`src/rtl/subc_pkg.sv`:
```
package subc_pkg;

    localparam int SUBC_SYM_W       = 8;
    localparam int SUBC_BLK_LEN     = 98;
    localparam int SUBC_SYNC_SYMS   = 2;
    localparam int SUBC_SYNC_STAGES = 2;

    typedef enum logic [1:0] {
        ST_IDLE  = 2'd0,
        ST_ARMED = 2'd1,
        ST_SHIFT = 2'd2,
        ST_TAIL  = 2'd3
    } subc_state_t;

endpackage

```
`src/rtl/subc_sync.sv`:
```
module subc_sync #(
    parameter int STAGES = subc_pkg::SUBC_SYNC_STAGES
) (
    input  logic clk,
    input  logic rst_n,
    input  logic async_in,
    output logic rise
);

    logic [STAGES-1:0] chain;
    logic              last_q;

    // Synchroniser chain, one flop per stage
    genvar g;
    generate
        for (g = 0; g < STAGES; g++) begin : g_stage
            if (g == 0) begin : g_first
                always_ff @(posedge clk or negedge rst_n) begin
                    if (!rst_n) chain[0] <= 1'b0;
                    else        chain[0] <= async_in;
                end
            end else begin : g_next
                always_ff @(posedge clk or negedge rst_n) begin
                    if (!rst_n) chain[g] <= 1'b0;
                    else        chain[g] <= chain[g-1];
                end
            end
        end
    endgenerate

    always_ff @(posedge clk or negedge rst_n) begin
        if (!rst_n) last_q <= 1'b0;
        else        last_q <= chain[STAGES-1];
    end

    assign rise = chain[STAGES-1] & ~last_q;

endmodule

```
`src/rtl/subc_blk.sv`:
```
module subc_blk #(
    parameter int BLK_LEN   = subc_pkg::SUBC_BLK_LEN,
    parameter int SYNC_SYMS = subc_pkg::SUBC_SYNC_SYMS,
    localparam int IDX_W    = $clog2(BLK_LEN)
) (
    input  logic             clk,
    input  logic             rst_n,
    input  logic             load,
    input  logic [IDX_W-1:0] idx,
    output logic             bsync
);

    localparam logic [IDX_W-1:0] SYNC_LIM = IDX_W'(SYNC_SYMS);

    always_ff @(posedge clk or negedge rst_n) begin
        if (!rst_n)    bsync <= 1'b0;
        else if (load) bsync <= (idx < SYNC_LIM);
    end

endmodule

```
`src/rtl/subc_shift.sv`:
```
module subc_shift #(
    parameter int SYM_W  = subc_pkg::SUBC_SYM_W,
    localparam int CNT_W = $clog2(SYM_W + 1)
) (
    input  logic             clk,
    input  logic             rst_n,
    input  logic             load,
    input  logic             advance,
    input  logic [SYM_W-1:0] sym_in,
    output logic             dout,
    output logic             last_bit
);

    localparam logic [CNT_W-1:0] CNT_LAST = CNT_W'(SYM_W - 1);
    localparam logic [CNT_W-1:0] CNT_FULL = CNT_W'(SYM_W);

    logic [SYM_W-1:0] hold_q;
    logic [CNT_W-1:0] cnt_q;

    always_ff @(posedge clk or negedge rst_n) begin
        if (!rst_n) begin
            hold_q <= '0;
            cnt_q  <= '0;
            dout   <= 1'b0;
        end else if (load) begin
            hold_q <= sym_in;
            cnt_q  <= '0;
            dout   <= 1'b0;
        end else if (advance) begin
            // MSB first; zeros fill in behind, so the tail bit is 0
            dout   <= hold_q[SYM_W-1];
            hold_q <= {hold_q[SYM_W-2:0], 1'b0};
            if (cnt_q != CNT_FULL) cnt_q <= cnt_q + 1'b1;
        end
    end

    assign last_bit = (cnt_q == CNT_LAST);

endmodule

```
`src/rtl/subc_ctrl.sv`:
```
module subc_ctrl
    import subc_pkg::*;
(
    input  logic clk,
    input  logic rst_n,
    input  logic strobe,
    input  logic rd_rise,
    input  logic last_bit,
    output logic load,
    output logic advance,
    output logic fsync
);

    subc_state_t state_q, state_d;

    always_ff @(posedge clk or negedge rst_n) begin
        if (!rst_n) state_q <= ST_IDLE;
        else        state_q <= state_d;
    end

    always_comb begin
        state_d = state_q;
        load    = 1'b0;
        advance = 1'b0;
        fsync   = (state_q == ST_ARMED);
        if (strobe) begin
            // strobe outranks a coincident read edge
            load    = 1'b1;
            state_d = ST_ARMED;
        end else if (rd_rise) begin
            unique case (state_q)
                ST_IDLE: state_d = ST_IDLE;
                ST_ARMED: begin
                    advance = 1'b1;
                    state_d = ST_SHIFT;
                end
                ST_SHIFT: begin
                    advance = 1'b1;
                    state_d = last_bit ? ST_TAIL : ST_SHIFT;
                end
                ST_TAIL: begin
                    advance = 1'b1;
                    state_d = ST_TAIL;
                end
                default: state_d = ST_IDLE;
            endcase
        end
    end

endmodule

```
`src/rtl/subc_out.sv`:
```
module subc_out #(
    parameter int SYM_W       = subc_pkg::SUBC_SYM_W,
    parameter int BLK_LEN     = subc_pkg::SUBC_BLK_LEN,
    parameter int SYNC_SYMS   = subc_pkg::SUBC_SYNC_SYMS,
    parameter int SYNC_STAGES = subc_pkg::SUBC_SYNC_STAGES,
    localparam int IDX_W      = $clog2(BLK_LEN)
) (
    input  logic             clk,
    input  logic             rst_n,
    input  logic             rd_clk,
    input  logic             sym_valid,
    input  logic [SYM_W-1:0] sym_data,
    input  logic [IDX_W-1:0] sym_idx,
    output logic             frame_sync,
    output logic             block_sync,
    output logic             sub_data
);

    logic rd_rise;
    logic do_load;
    logic do_adv;
    logic last_bit;

    subc_sync #(.STAGES(SYNC_STAGES)) u_sync (
        .clk      (clk),
        .rst_n    (rst_n),
        .async_in (rd_clk),
        .rise     (rd_rise)
    );

    subc_ctrl u_ctrl (
        .clk      (clk),
        .rst_n    (rst_n),
        .strobe   (sym_valid),
        .rd_rise  (rd_rise),
        .last_bit (last_bit),
        .load     (do_load),
        .advance  (do_adv),
        .fsync    (frame_sync)
    );

    subc_shift #(.SYM_W(SYM_W)) u_shift (
        .clk      (clk),
        .rst_n    (rst_n),
        .load     (do_load),
        .advance  (do_adv),
        .sym_in   (sym_data),
        .dout     (sub_data),
        .last_bit (last_bit)
    );

    subc_blk #(.BLK_LEN(BLK_LEN), .SYNC_SYMS(SYNC_SYMS)) u_blk (
        .clk   (clk),
        .rst_n (rst_n),
        .load  (do_load),
        .idx   (sym_idx),
        .bsync (block_sync)
    );

endmodule

```
`config.mk`:
```
export PLATFORM = sky130hd
export DESIGN_NAME = subc_out
export DESIGN_NICKNAME = d
export VERILOG_FILES = /design/src/rtl/subc_pkg.sv /design/src/rtl/subc_sync.sv /design/src/rtl/subc_blk.sv /design/src/rtl/subc_shift.sv /design/src/rtl/subc_ctrl.sv /design/src/rtl/subc_out.sv
export SDC_FILE = /design/constraint.sdc
export NUM_CORES = 1
export LEC_CHECK = 0
export ABC_AREA = 1
export BUFFER_PORTS_ARGS = -buffer_cell sky130_fd_sc_hd__buf_2
export CORE_MARGIN = 3
export CORE_UTILIZATION = 25
export DETAILED_ROUTE_END_ITERATION = 16
export GPL_ROUTABILITY_DRIVEN = 0
export PLACE_DENSITY = 0.48
export SKIP_LAST_GASP = 1
export SYNTH_ARGS = -nofsm -noshare
export SYNTH_HDL_FRONTEND = slang
export SYNTH_SLANG_ARGS = --single-unit
```
`constraint.sdc`:
```
create_clock -name clk -period 3 [get_ports clk]
set_input_delay 0.15 -clock clk [delete_from_list [all_inputs] [get_ports clk]]
set_output_delay 0.15 -clock clk [all_outputs]
set_load 0.02 [all_outputs]
```
==> metrics.csv, run 1 <==
metric,value,unit
status,"finished, final reports clean",
grt.overflow.total,0,
stdcell_count,179,
post-route-period-util,0.3987,
first_pass_iters,4,
cts.htree.levels,1,
insertion_delay,290,ps
p_switching,0.1411,mW
path_buf_inv,0,
ios,22,
hold_violations,0,
start_util,0.2643,
critPathLaunch,u_shift.cnt_q[0]$_DFFE_PN0P_,
path_depth,4,
cts_root_buffer,clkbuf_4,
io_buffers,20,
worstPathArrival,1380,ps
ctsHoldBuffers,2,
cts_tree,done,
track_usage,0.08996,
p_sw_frac,0.2792,
rsz0062_at_grt,false,
comb_power_share,0.162,
path_cells,"ha_1, or2_2, nand3_1, o21ai_1",
cp_slowest_stage_delay,430,ps
coreArea,3390,µm²
power,0.5053,mW
setup_viol,0,
num_antenna_cells,0,
vias,732,
timing.rr.end,u_shift.cnt_q[2]$_DFFE_PN0P_,
tightestPinTransition,425.0,ps
drive_gt1_frac,0.2707,
grt_pass1_vias,709,
clkTransAtPathRegs,110,ps
antenna_left,0,
rr_startpoint,u_shift.cnt_q[0]$_DFFE_PN0P_,
seqPwrFrac,0.584,
die_h,65.86,µm
first_iter_violations,37,
cp.required,3190,ps
endpoint,u_shift.cnt_q[2]$_DFFE_PN0P_,
numCtsBuffers,3,
critPathKind,reg -> reg,
syn_inst,108,
syn_avg_cell_area,8.295,µm²
drt-total-wl,1625,µm
synth.distinct_cells,19,
worstHoldPathType,in -> reg,
seqCellArea,475.5,µm²
setup_ws,1804,ps
dieWidth,65.86,µm
areaGrowthSynthToFinish,21.93,%
drcViolationCount,0,
vias_per_cell,4.089,
clkPwrFrac,0.254,
ir_drop,227.2,µV
placed_area,1046,µm²
power_density,462.6,nW/µm²
grt_pass1_wl,2994,µm
start_kind,register,
slew_violations,0,
synth_nets,129,
fmax,836.1,MHz
crit_path_top_delay_cell,dfrtp_1,
rr_worst_depth,4,
multi_input_area,371.6,µm²
n_fill_cell,352,
synth_seq_area_share,0.5307,
critPathMaxFanout,5,
cts_setup_buffers,0,
num-nets-final,155,
whs,60.42,ps
period_needed,1196,ps
fin_area,1092,µm²
fin_skew,8.179,ps
reg2reg_setup_slack,1800,ps
clockBufferDepth,2,
cp-end-kind,register,
synth_warnings,0,
row_count,21,
placed_cells,173,
die_area,4338,µm²
final_util,0.3223,
p_leak,0.5603,nW
critical-path-top-delay-family,flip-flops,
cts_resized,0,
cap_violations,0,
pre_cts_ws,1815,ps
cts_sinks,19,
wl_per_cell,9.078,µm
antenna_found_initial,0,
grt_max_degree,20,
synthesis.area,895.9,µm²
internal-power,0.3642,mW
ys_ff_latch,19,
fin_tns_setup,0,ps
relSlewSlack,0.7167,
dpl.hpwl,1224,µm
-- cells in the mapped netlist --
cell type / n / area (µm²)
nand3_1: 10 / 50.05
nand2_1: 41 / 153.9
inv_2: 5 / 18.77
o21ai_0: 1 / 5.000
o21ai_1: 5 / 25.02
nor2_4: 1 / 11.26
a21oi_1: 2 / 10.01
nand4_1: 1 / 6.260
inv_1: 6 / 22.52
buf_4: 1 / 7.510
nor2_1: 6 / 22.52
or2_2: 1 / 6.260
nand2_4: 2 / 22.52
nor3_1: 1 / 5.000
nand3_2: 1 / 10.01
nor2_2: 1 / 6.260
dfrtp_1: 19 / 475.5
ha_1: 2 / 25.02
nand2_2: 2 / 12.51
-- metal layers --
metal	up-vias	part of all wire	global-route usage
met5	-	0	0
met1	327	0.51	0.1196
met2	17	0.41	0.1352
met4	0	0.0062	0.01554
met3	2	0.065	0.04082
li1	386	-	-
-- kinds of logic after synthesis --
| family | count (synthesis) | synth area share |
|---|---|---|
| adder cells (fa/ha/maj) | 2 | 0.02793 |
| buffers and inverters | 12 | 0.05447 |
| AO/OA/AOI/OAI | 8 | 0.04468 |
| AND/OR/NAND/NOR | 67 | 0.3422 |
| flip-flops | 19 | 0.5307 |
-- registers in the layout (all words and copies together) (netlist names) --
register        cells
u_ctrl.state_q      2
u_sync.last_q       1
u_sync.chain        2
u_shift.dout        1
u_shift.hold_q      8
u_shift.cnt_q       4
u_blk.bsync         1
-- layout by cell type (no fill, tap or decap) --
master / count
nand2_1: 41
buf_2: 20
dfrtp_1: 19
nand3_1: 10
inv_1: 6
nor2_1: 6
inv_2: 5
o21ai_1: 5
clkbuf_4: 3
nand2_2: 2
nand2_4: 2
a21oi_1: 2
ha_1: 2
dlygate4sd3_1: 2
nor2_2: 1
nand3_2: 1
o21ai_0: 1
nor2_4: 1
nor3_1: 1
nand4_1: 1
or2_2: 1
clkbuf_1: 1
-- area by class of cell --
cell class	count	share of cell area
Clock buffer	4	0.02405
Inverter	11	0.03780
Multi-Input combinational cell	77	0.3402
Sequential cell	19	0.4353
Tap cell	46	0.05269
Timing Repair Buffer	22	0.1100
-- worst reg2reg max path, delay by kind of cell, from the launching register on --
kind,cells,cell delay (ps)
AND/OR/NAND/NOR,2,360
adder cells (fa/ha/maj),1,240
AO/OA/AOI/OAI,1,60
flip-flops,1,430
-- power by group through the flow --
| stage | Sequential [mW] | Combinational, mW | Clock, mW |
|---|---|---|---|
| floorplan | 0.298 | 0.0530 | 0 |
| CTS | 0.295 | 0.0837 | 0.136 |
| global placement | 0.300 | 0.0797 | 0 |
| detailed placement | 0.300 | 0.0815 | 0 |
| global route | 0.299 | 0.0968 | 0.143 |
| finish | 0.295 | 0.0817 | 0.129 |
-- worst min-delay path by stage --
stage / cells past startpoint / startpoint / endpoint
floorplan: 0 / rst_n / u_blk.bsync$_DFFE_PN0P_
detailed placement: 1 / rst_n / u_sync.chain[1]$_DFF_PN0_
CTS: 3 / sym_data[0] / u_shift.hold_q[0]$_DFFE_PN0P_
global placement: 1 / rst_n / u_sync.chain[0]$_DFF_PN0_
finish: 3 / sym_data[4] / u_shift.hold_q[4]$_DFFE_PN0P_
global route: 3 / sym_data[2] / u_shift.hold_q[2]$_DFFE_PN0P_
(Power assumes the default switching activity.)
==> run 2, diff against run 1 <==
--- a/config.mk
+++ b/config.mk
@@ -11,7 +11,7 @@
 export CORE_UTILIZATION = 25
 export DETAILED_ROUTE_END_ITERATION = 16
 export GPL_ROUTABILITY_DRIVEN = 0
-export PLACE_DENSITY = 0.48
+export PLACE_DENSITY = 0.49
 export SKIP_LAST_GASP = 1
 export SYNTH_ARGS = -nofsm -noshare
 export SYNTH_HDL_FRONTEND = slang
==> constraint.sdc (replaced) <==
create_clock -name clk -period 1 [get_ports clk]
set_input_delay 0.05 -clock clk [delete_from_list [all_inputs] [get_ports clk]]
set_output_delay 0.05 -clock clk [all_outputs]
set_load 0.02 [all_outputs]
==> run 2 against run 1 <==
The flow now finishes with violations (negative setup slack). Routed wire length grew 31%. Clock-buffer cell count down 1. Clock power increased to 3.2 times the previous value. First-iteration DRC count down 51%. Critical path depth up 4. Die area unchanged. Utilization grew 10 points. Design area up 32%. Maximum frequency grew 8.8%. Critical path type unchanged. Largest power group unchanged.
==> metrics.csv, run 2 (same netlist as run 1, synthesis figures left out) <==
metric,value,unit,change
critPathMaxFanout,8,,+3
die_h,65.86,µm,unchanged
power_density,1237,nW/µm²,+170%
start_kind,register,,
relSlewSlack,0.7120,,-0.004727
critPathKind,reg -> reg,,
fin_skew,5.191,ps,-2.988 ps
drt-total-wl,2127,µm,+31%
dpl.hpwl,1404,µm,+15%
grt_pass1_wl,3498,µm,+17%
power,1.784,mW,+250%
fin_tns_setup,-745.5,ps,-745.5 ps
n_fill_cell,320,,-9.1%
grt.overflow.total,0,,unchanged
crit_path_top_delay_cell,dfrtp_1,,
seqPwrFrac,0.501,,-0.083
first_pass_iters,4,,unchanged
slew_violations,0,,unchanged
p_leak,0.6987,nW,+25%
drcViolationCount,0,,unchanged
hold_violations,0,,unchanged
track_usage,0.1066,,+0.01665
antenna_left,0,,unchanged
tightestPinTransition,432.1,ps,+7.090 ps
reg_top3,"u_shift.hold_q: 8 flops, u_shift.cnt_q: 4 flops",,
path_cells,"inv_2, nand2_2, nand2_4, nand2_8, nand2_8, inv_2, nand2_1, nand2_1",,
clkTransAtPathRegs,120,ps,about the same
drive_gt1_frac,0.4367,,+0.1660
cts.htree.levels,1,,unchanged
worstHoldPathType,in -> reg,,
die_area,4338,µm²,unchanged
start_util,0.2643,,unchanged
fmax,909.6,MHz,+8.8%
largest_reg_flops,8,,unchanged
clockBufferDepth,2,,unchanged
num-nets-final,180,,+16%
mostFrequentLayoutCells,"nand2_1, buf_2, dfrtp_1",,
final_common_cell,nand2_1,,
vias,860,,+17%
setup_ws,-99.42,ps,-1903 ps
comb_power_share,0.270,,+0.108
numCtsBuffers,3,,unchanged
cp.required,1210,ps,-1980 ps
num_antenna_cells,0,,unchanged
ios,22,,unchanged
worstPathArrival,1310,ps,-70 ps
post-route-period-util,1.099,,+0.7008
dieWidth,65.86,µm,unchanged
io_buffers,20,,unchanged
ir_drop,586.7,µV,+160%
wl_per_cell,10.43,µm,+15%
grt_pass1_vias,828,,+17%
status,finished with violations,,
cp-end-kind,register,,
p_sw_frac,0.3033,,+0.02405
cts_sinks,19,,unchanged
areaGrowthSynthToFinish,61.03,%,
placed_cells,180,,+4.0%
first_iter_violations,18,,-51%
internal-power,1.243,mW,+240%
cts_root_buffer,clkbuf_4,,
coreArea,3390,µm²,unchanged
cp_slowest_stage_delay,420,ps,about the same
regMostFlops,u_shift.hold_q,,
setup_viol,14,,+14
cap_violations,0,,unchanged
insertion_delay,310,ps,+20 ps
clkPwrFrac,0.229,,-0.025
cts_tree,done,,
vias_per_cell,4.216,,+3.1%
grt_max_degree,20,,unchanged
row_count,21,,unchanged
rsz0062_at_grt,true,,
violations,negative setup slack,,
antenna_found_initial,0,,unchanged
period_needed,1099,ps,-96.55 ps
stdcell_count,204,,+14%
p_switching,0.5410,mW,+280%
==> run 2: worst paths after layout <==
kind | start | slack [ps] | cells past startpoint | endpoint
max reg2reg | u_ctrl.state_q[1]$_DFFE_PN0P_ | -100 | 8 | u_shift.cnt_q[3]$_DFFE_PN0P_
max | u_ctrl.state_q[1]$_DFFE_PN0P_ | -100 | 8 | u_shift.cnt_q[3]$_DFFE_PN0P_
min reg2reg | u_sync.chain[0]$_DFF_PN0_ | 360 | 0 | u_sync.chain[1]$_DFF_PN0_
max in group asynchronous | rst_n | 490 | 2 | u_shift.cnt_q[2]$_DFFE_PN0P_
min in group asynchronous | rst_n | 190 | 2 | u_shift.cnt_q[3]$_DFFE_PN0P_
min | sym_data[7] | 50 | 3 | u_shift.hold_q[7]$_DFFE_PN0P_
==> run 2: final cells by class <==
class | instances | area, µm² | share of cell area
sequential | 19 | 476.7 | 0.3304
multi-input combinational | 77 | 476.7 | 0.3304
timing repair buffer | 46 | 346.6 | 0.2402
tap | 46 | 57.56 | 0.03990
inverter | 11 | 46.29 | 0.03209
clock buffer | 3 | 22.52 | 0.01561
timing repair inverter | 1 | 8.758 | 0.006071
clock inverter | 1 | 7.507 | 0.005204
==> run 2: worst max-delay path, delay by kind of cell (launching register included) <==
kind / cells / cell delay (ps)
and+or+nand+nor: 6 / 480
DFF: 1 / 420
buffers and inverters: 2 / 100
==> run 2: timing repair <==
action,4_1_cts,5_1_grt
endpoints found under the hold margin,28,0
setup endpoints to repair,14,15
gates resized for setup,26,7
hold buffers,15,0
pin swaps,11,11
gates cloned,1,0
buffers inserted,4,0
==> run 2: metrics by stage <==
step	util	area [µm²]	hold WS (ps)	worst slack, ps
floorplan	-	905.9	-245.6	-29.72
global placement	0.3271	1109	15.97	-46.42
detailed placement	0.3271	1109	22.20	-77.88
CTS	0.4193	1421	35.87	-112.0
global route	0.4256	1443	55.28	-160.9
finish	0.4256	1443	49.35	-99.42
==> run 2: per-layer routing <==
layer,vias up,part of all wire,wire (µm),GRT usage
met5,-,0,0,0
met4,0,0.0047,10,0.03109
met3,2,0.050,106,0.04082
met2,22,0.53,1132,0.1852
met1,399,0.41,878,0.1200
li1,437,-,-,-
==> run 2: power by group through the flow <==
| stage | Combinational (mW) | Sequential, mW | Clock [mW] |
|---|---|---|---|
| floorplan | 0.167 | 0.895 | 0 |
| global placement | 0.290 | 0.895 | 0 |
| detailed placement | 0.298 | 0.899 | 0 |
| CTS | 0.456 | 0.889 | 0.437 |
| global route | 0.529 | 0.902 | 0.473 |
| finish | 0.481 | 0.893 | 0.409 |
==> run 3, diff against run 2 <==
--- a/config.mk
+++ b/config.mk
@@ -5,13 +5,13 @@
 export SDC_FILE = /design/constraint.sdc
 export NUM_CORES = 1
 export LEC_CHECK = 0
-export ABC_AREA = 1
 export BUFFER_PORTS_ARGS = -buffer_cell sky130_fd_sc_hd__buf_2
 export CORE_MARGIN = 3
 export CORE_UTILIZATION = 25
 export DETAILED_ROUTE_END_ITERATION = 16
 export GPL_ROUTABILITY_DRIVEN = 0
-export PLACE_DENSITY = 0.49
+export GPL_TIMING_DRIVEN = 0
+export PLACE_DENSITY = 0.47
 export SKIP_LAST_GASP = 1
 export SYNTH_ARGS = -nofsm -noshare
 export SYNTH_HDL_FRONTEND = slang
==> constraint.sdc (replaced) <==
create_clock -name clk -period 1.1 [get_ports clk]
set_input_delay 0.055 -clock clk [delete_from_list [all_inputs] [get_ports clk]]
set_output_delay 0.055 -clock clk [all_outputs]
set_load 0.02 [all_outputs]
==> run 3 against run 2 <==
The run ends with negative hold slack, negative setup slack left. Area after synthesis increased by 4.6%. Sequential power fell by 13%. Clock-buffer cell count rose by 1. Worst hold slack got worse by 50 ps. Total power decreased by 7.9%. Design area down 2.1%. First-iteration DRC count grew to 4.6 times the previous value. Critical path depth down 5. Flip-flop and latch count is the same. Via count rose by 0.70%. Clock skew fell by 4.2 ps. Largest cell class is now multi-input combinational cells.
==> metrics.csv, run 3 <==
metric,value,unit,change
synth_nets,114,,-12%
yosysMostFrequentCell,dfrtp_1,,
p_sw_frac,0.2762,,-0.02705
timing.rr.end,u_shift.cnt_q[0]$_DFFE_PN0P_,,
worstPathArrival,1440,ps,+130 ps
yosys.area.top_type_share,0.5073,,-0.02338
comb_power_share,0.217,,-0.053
power_density,1163,nW/µm²,-5.9%
synth-async-reset-ratio,1.000,,unchanged
vias_per_cell,4.920,,+17%
num-nets-final,152,,-16%
first_pass_iters,4,,unchanged
regMostFlops,u_shift.hold_q,,
drive_gt1_frac,0.4923,,+0.05560
die_area,4519,µm²,+4.2%
fin_area,1413,µm²,-2.1%
dpl.hpwl,1498,µm,+6.7%
numCtsBuffers,3,,unchanged
grt_pass1_wl,4050,µm,+16%
endpoint,u_shift.cnt_q[0]$_DFFE_PN0P_,,
placed_area,1140,µm²,+2.8%
track_usage,0.1240,,+0.01742
grt_max_degree,20,,unchanged
hold_violations,1,,+1
setup_ws,-191.1,ps,-91.70 ps
cts.htree.levels,1,,unchanged
setup_viol,12,,-2
row_count,21,,unchanged
synth.top_cells.by_count,"dfrtp_1, nor2_1, a21oi_1",,
p_switching,0.4538,mW,-16%
num_antenna_cells,0,,unchanged
io_buffers,19,,-5.0%
cts_root_buffer,clkbuf_8,,
fin_skew,1.014,ps,-4.177 ps
period_needed,1291,ps,+191.7 ps
path_cells,"nand2b_4, a311oi_4, mux2_4",,
rr_worst_depth,3,,-5
violations,"negative hold slack, negative setup slack",,
hold_start,sym_data[6],,
internal-power,1.189,mW,-4.3%
slew_violations,0,,unchanged
cts_sinks,19,,unchanged
status,finished with violations,,
areaGrowthSynthToFinish,50.73,%,
seqCellArea,478.0,µm²,+0.26%
dieWidth,67.23,µm,+2.1%
cts_tree,done,,
critPathLaunch,u_sync.last_q$_DFF_PN0_,,
drcViolationCount,0,,unchanged
start_util,0.2702,,+0.005898
grt.overflow.total,0,,unchanged
rr_startpoint,u_sync.last_q$_DFF_PN0_,,
ys_ff_latch,19,,unchanged
largest_reg_flops,8,,unchanged
ir_drop,355.9,µV,-39%
post-route-period-util,1.174,,+0.07433
fmax,774.5,MHz,-15%
fin_tns_setup,-1317,ps,-571.5 ps
synthesis.area,937.1,µm²,+4.6%
die_h,67.23,µm,+2.1%
relSlewSlack,0.6450,,-0.06699
tightestPinTransition,532.6,ps,+100.5 ps
drt-total-wl,2427,µm,+14%
clkPwrFrac,0.311,,+0.082
critPathKind,reg -> reg,,
coreArea,3468,µm²,+2.3%
cp.required,1250,ps,+40 ps
first_iter_violations,83,,+65
cap_violations,0,,unchanged
clockBufferDepth,2,,unchanged
seqPwrFrac,0.472,,-0.029
vias,866,,+0.70%
synth_area_leaders,"dfrtp_1, a221o_1, a21oi_1",,
insertion_delay,260,ps,-50 ps
cp-end-kind,register,,
n_fill_cell,346,,+8.1%
ys.flop_type,dfrtp_1,,
rsz0062_at_grt,true,,
synth_seq_area_share,0.5073,,-0.02338
wl_per_cell,13.79,µm,+32%
final_common_cell,buf_2,,
grt_pass1_vias,841,,+1.6%
cp_slowest_stage_delay,370,ps,-50 ps
critPathMaxFanout,4,,-4
synth.largest_area_cell,dfrtp_1,,
syn_inst,93,,-14%
mostFrequentLayoutCells,"buf_2, dfrtp_1, buf_6",,
p_leak,0.6003,nW,-14%
antenna_found_initial,0,,unchanged
synth.distinct_cells,29,,+10
crit_path_top_delay_cell,dfrtp_1,,
reg2reg_setup_slack,-190,ps,-90 ps
synth_warnings,0,,unchanged
multi_input_area,541.8,µm²,+14%
syn_avg_cell_area,10.08,µm²,+21%
reg_top3,"u_shift.hold_q: 8 flops, u_shift.cnt_q: 4 flops",,
synth-edff-count,0,,unchanged
antenna_left,0,,unchanged
ios,22,,unchanged
worstHoldPathType,in -> reg,,
whs,-1.063,ps,-50.42 ps
start_kind,register,,
clkTransAtPathRegs,70,ps,-50 ps
## run 3: cell types whose count changed after synthesis, sizes merged, moves of 2 or more
cell	delta
a21oi	+5
a221o	+5
buf	+3
clkbuf	+2
inv	-6
nand2	-41
nand2b	+6
nand3	-5
nor2b	+5
nor3	+2
o21ai	-2
## run 3: final cells by class
| class | count | share of cell area |
|---|---|---|
| well taps | 46 | 0.04074 |
| inverters | 5 | 0.01329 |
| flip-flops and latches | 19 | 0.3384 |
| clock buffers | 4 | 0.03189 |
| plain buffers | 4 | 0.01683 |
| multi-input cells | 64 | 0.3835 |
| repair buffers | 34 | 0.1754 |
## run 3: stage by stage
step | total power, mW | setup WS [ps] | cells | utilization
2_1_floorplan | 0.9465 | -271.9 | 93 | -
3_3_place_gp | 1.030 | -359.5 | 158 | 0.3286
3_5_place_dp | 1.033 | -354.2 | 158 | 0.3286
4_1_cts | 1.617 | -212.9 | 175 | 0.3878
5_1_grt | 1.733 | -230.7 | 176 | 0.4073
6_report | 1.643 | -191.1 | 176 | 0.4073
## run 3: what timing repair did
item | 4_1_cts | 5_1_grt
pin swaps | 7 | 7
hold buffers | 3 | 0
resized for setup | 17 | 15
setup buffers | 10 | 1
hold endpoints to repair | 21 | 0
setup endpoints to repair | 15 | 16
gates cloned | 2 | 0
## run 3: logic make-up after synthesis
family | Yosys count | synth area share
and+or+nand+nor | 38 | 0.2243
AOI/OAI and AO/OA | 21 | 0.1629
DFF | 19 | 0.5073
buffers and inverters | 11 | 0.05607
muxes | 2 | 0.02270
adders and majority gates | 2 | 0.02670
## run 3: power by group through the flow
stage	registers [mW]	clock network [mW]	logic (mW)
floorplan	0.785	0	0.162
global placement	0.786	0	0.244
detailed placement	0.786	0	0.248
CTS	0.772	0.525	0.320
global route	0.781	0.558	0.393
finish	0.775	0.511	0.357
## run 3: worst min path at each step
stage                                    end  slack [ps]  depth (start not counted)
2_1_floorplan        u_blk.bsync$_DFFE_PN0P_        -240                          0
3_3_place_gp   u_shift.hold_q[5]$_DFFE_PN0P_          20                          1
3_5_place_dp   u_shift.hold_q[4]$_DFFE_PN0P_          30                          1
4_1_cts        u_shift.hold_q[6]$_DFFE_PN0P_         0.8                          3
5_1_grt        u_shift.hold_q[6]$_DFFE_PN0P_           4                          3
6_report       u_shift.hold_q[6]$_DFFE_PN0P_          -1                          3
## run 3: critical path, delay by kind of cell, from the launching register on
| family | cells | cell delay, ps |
|---|---|---|
| flip-flops | 1 | 370 |
| multiplexers | 1 | 330 |
| AO/OA/AOI/OAI | 1 | 310 |
| AND/OR/NAND/NOR | 1 | 170 |
## run 3: metal layers
metal	vias to the layer above	GRT usage	routed length [µm]
met4	0	0.07595	62
met3	5	0.02662	151
li1	408	-	-
met2	29	0.1926	1132
met5	-	0	0
met1	424	0.1563	1080
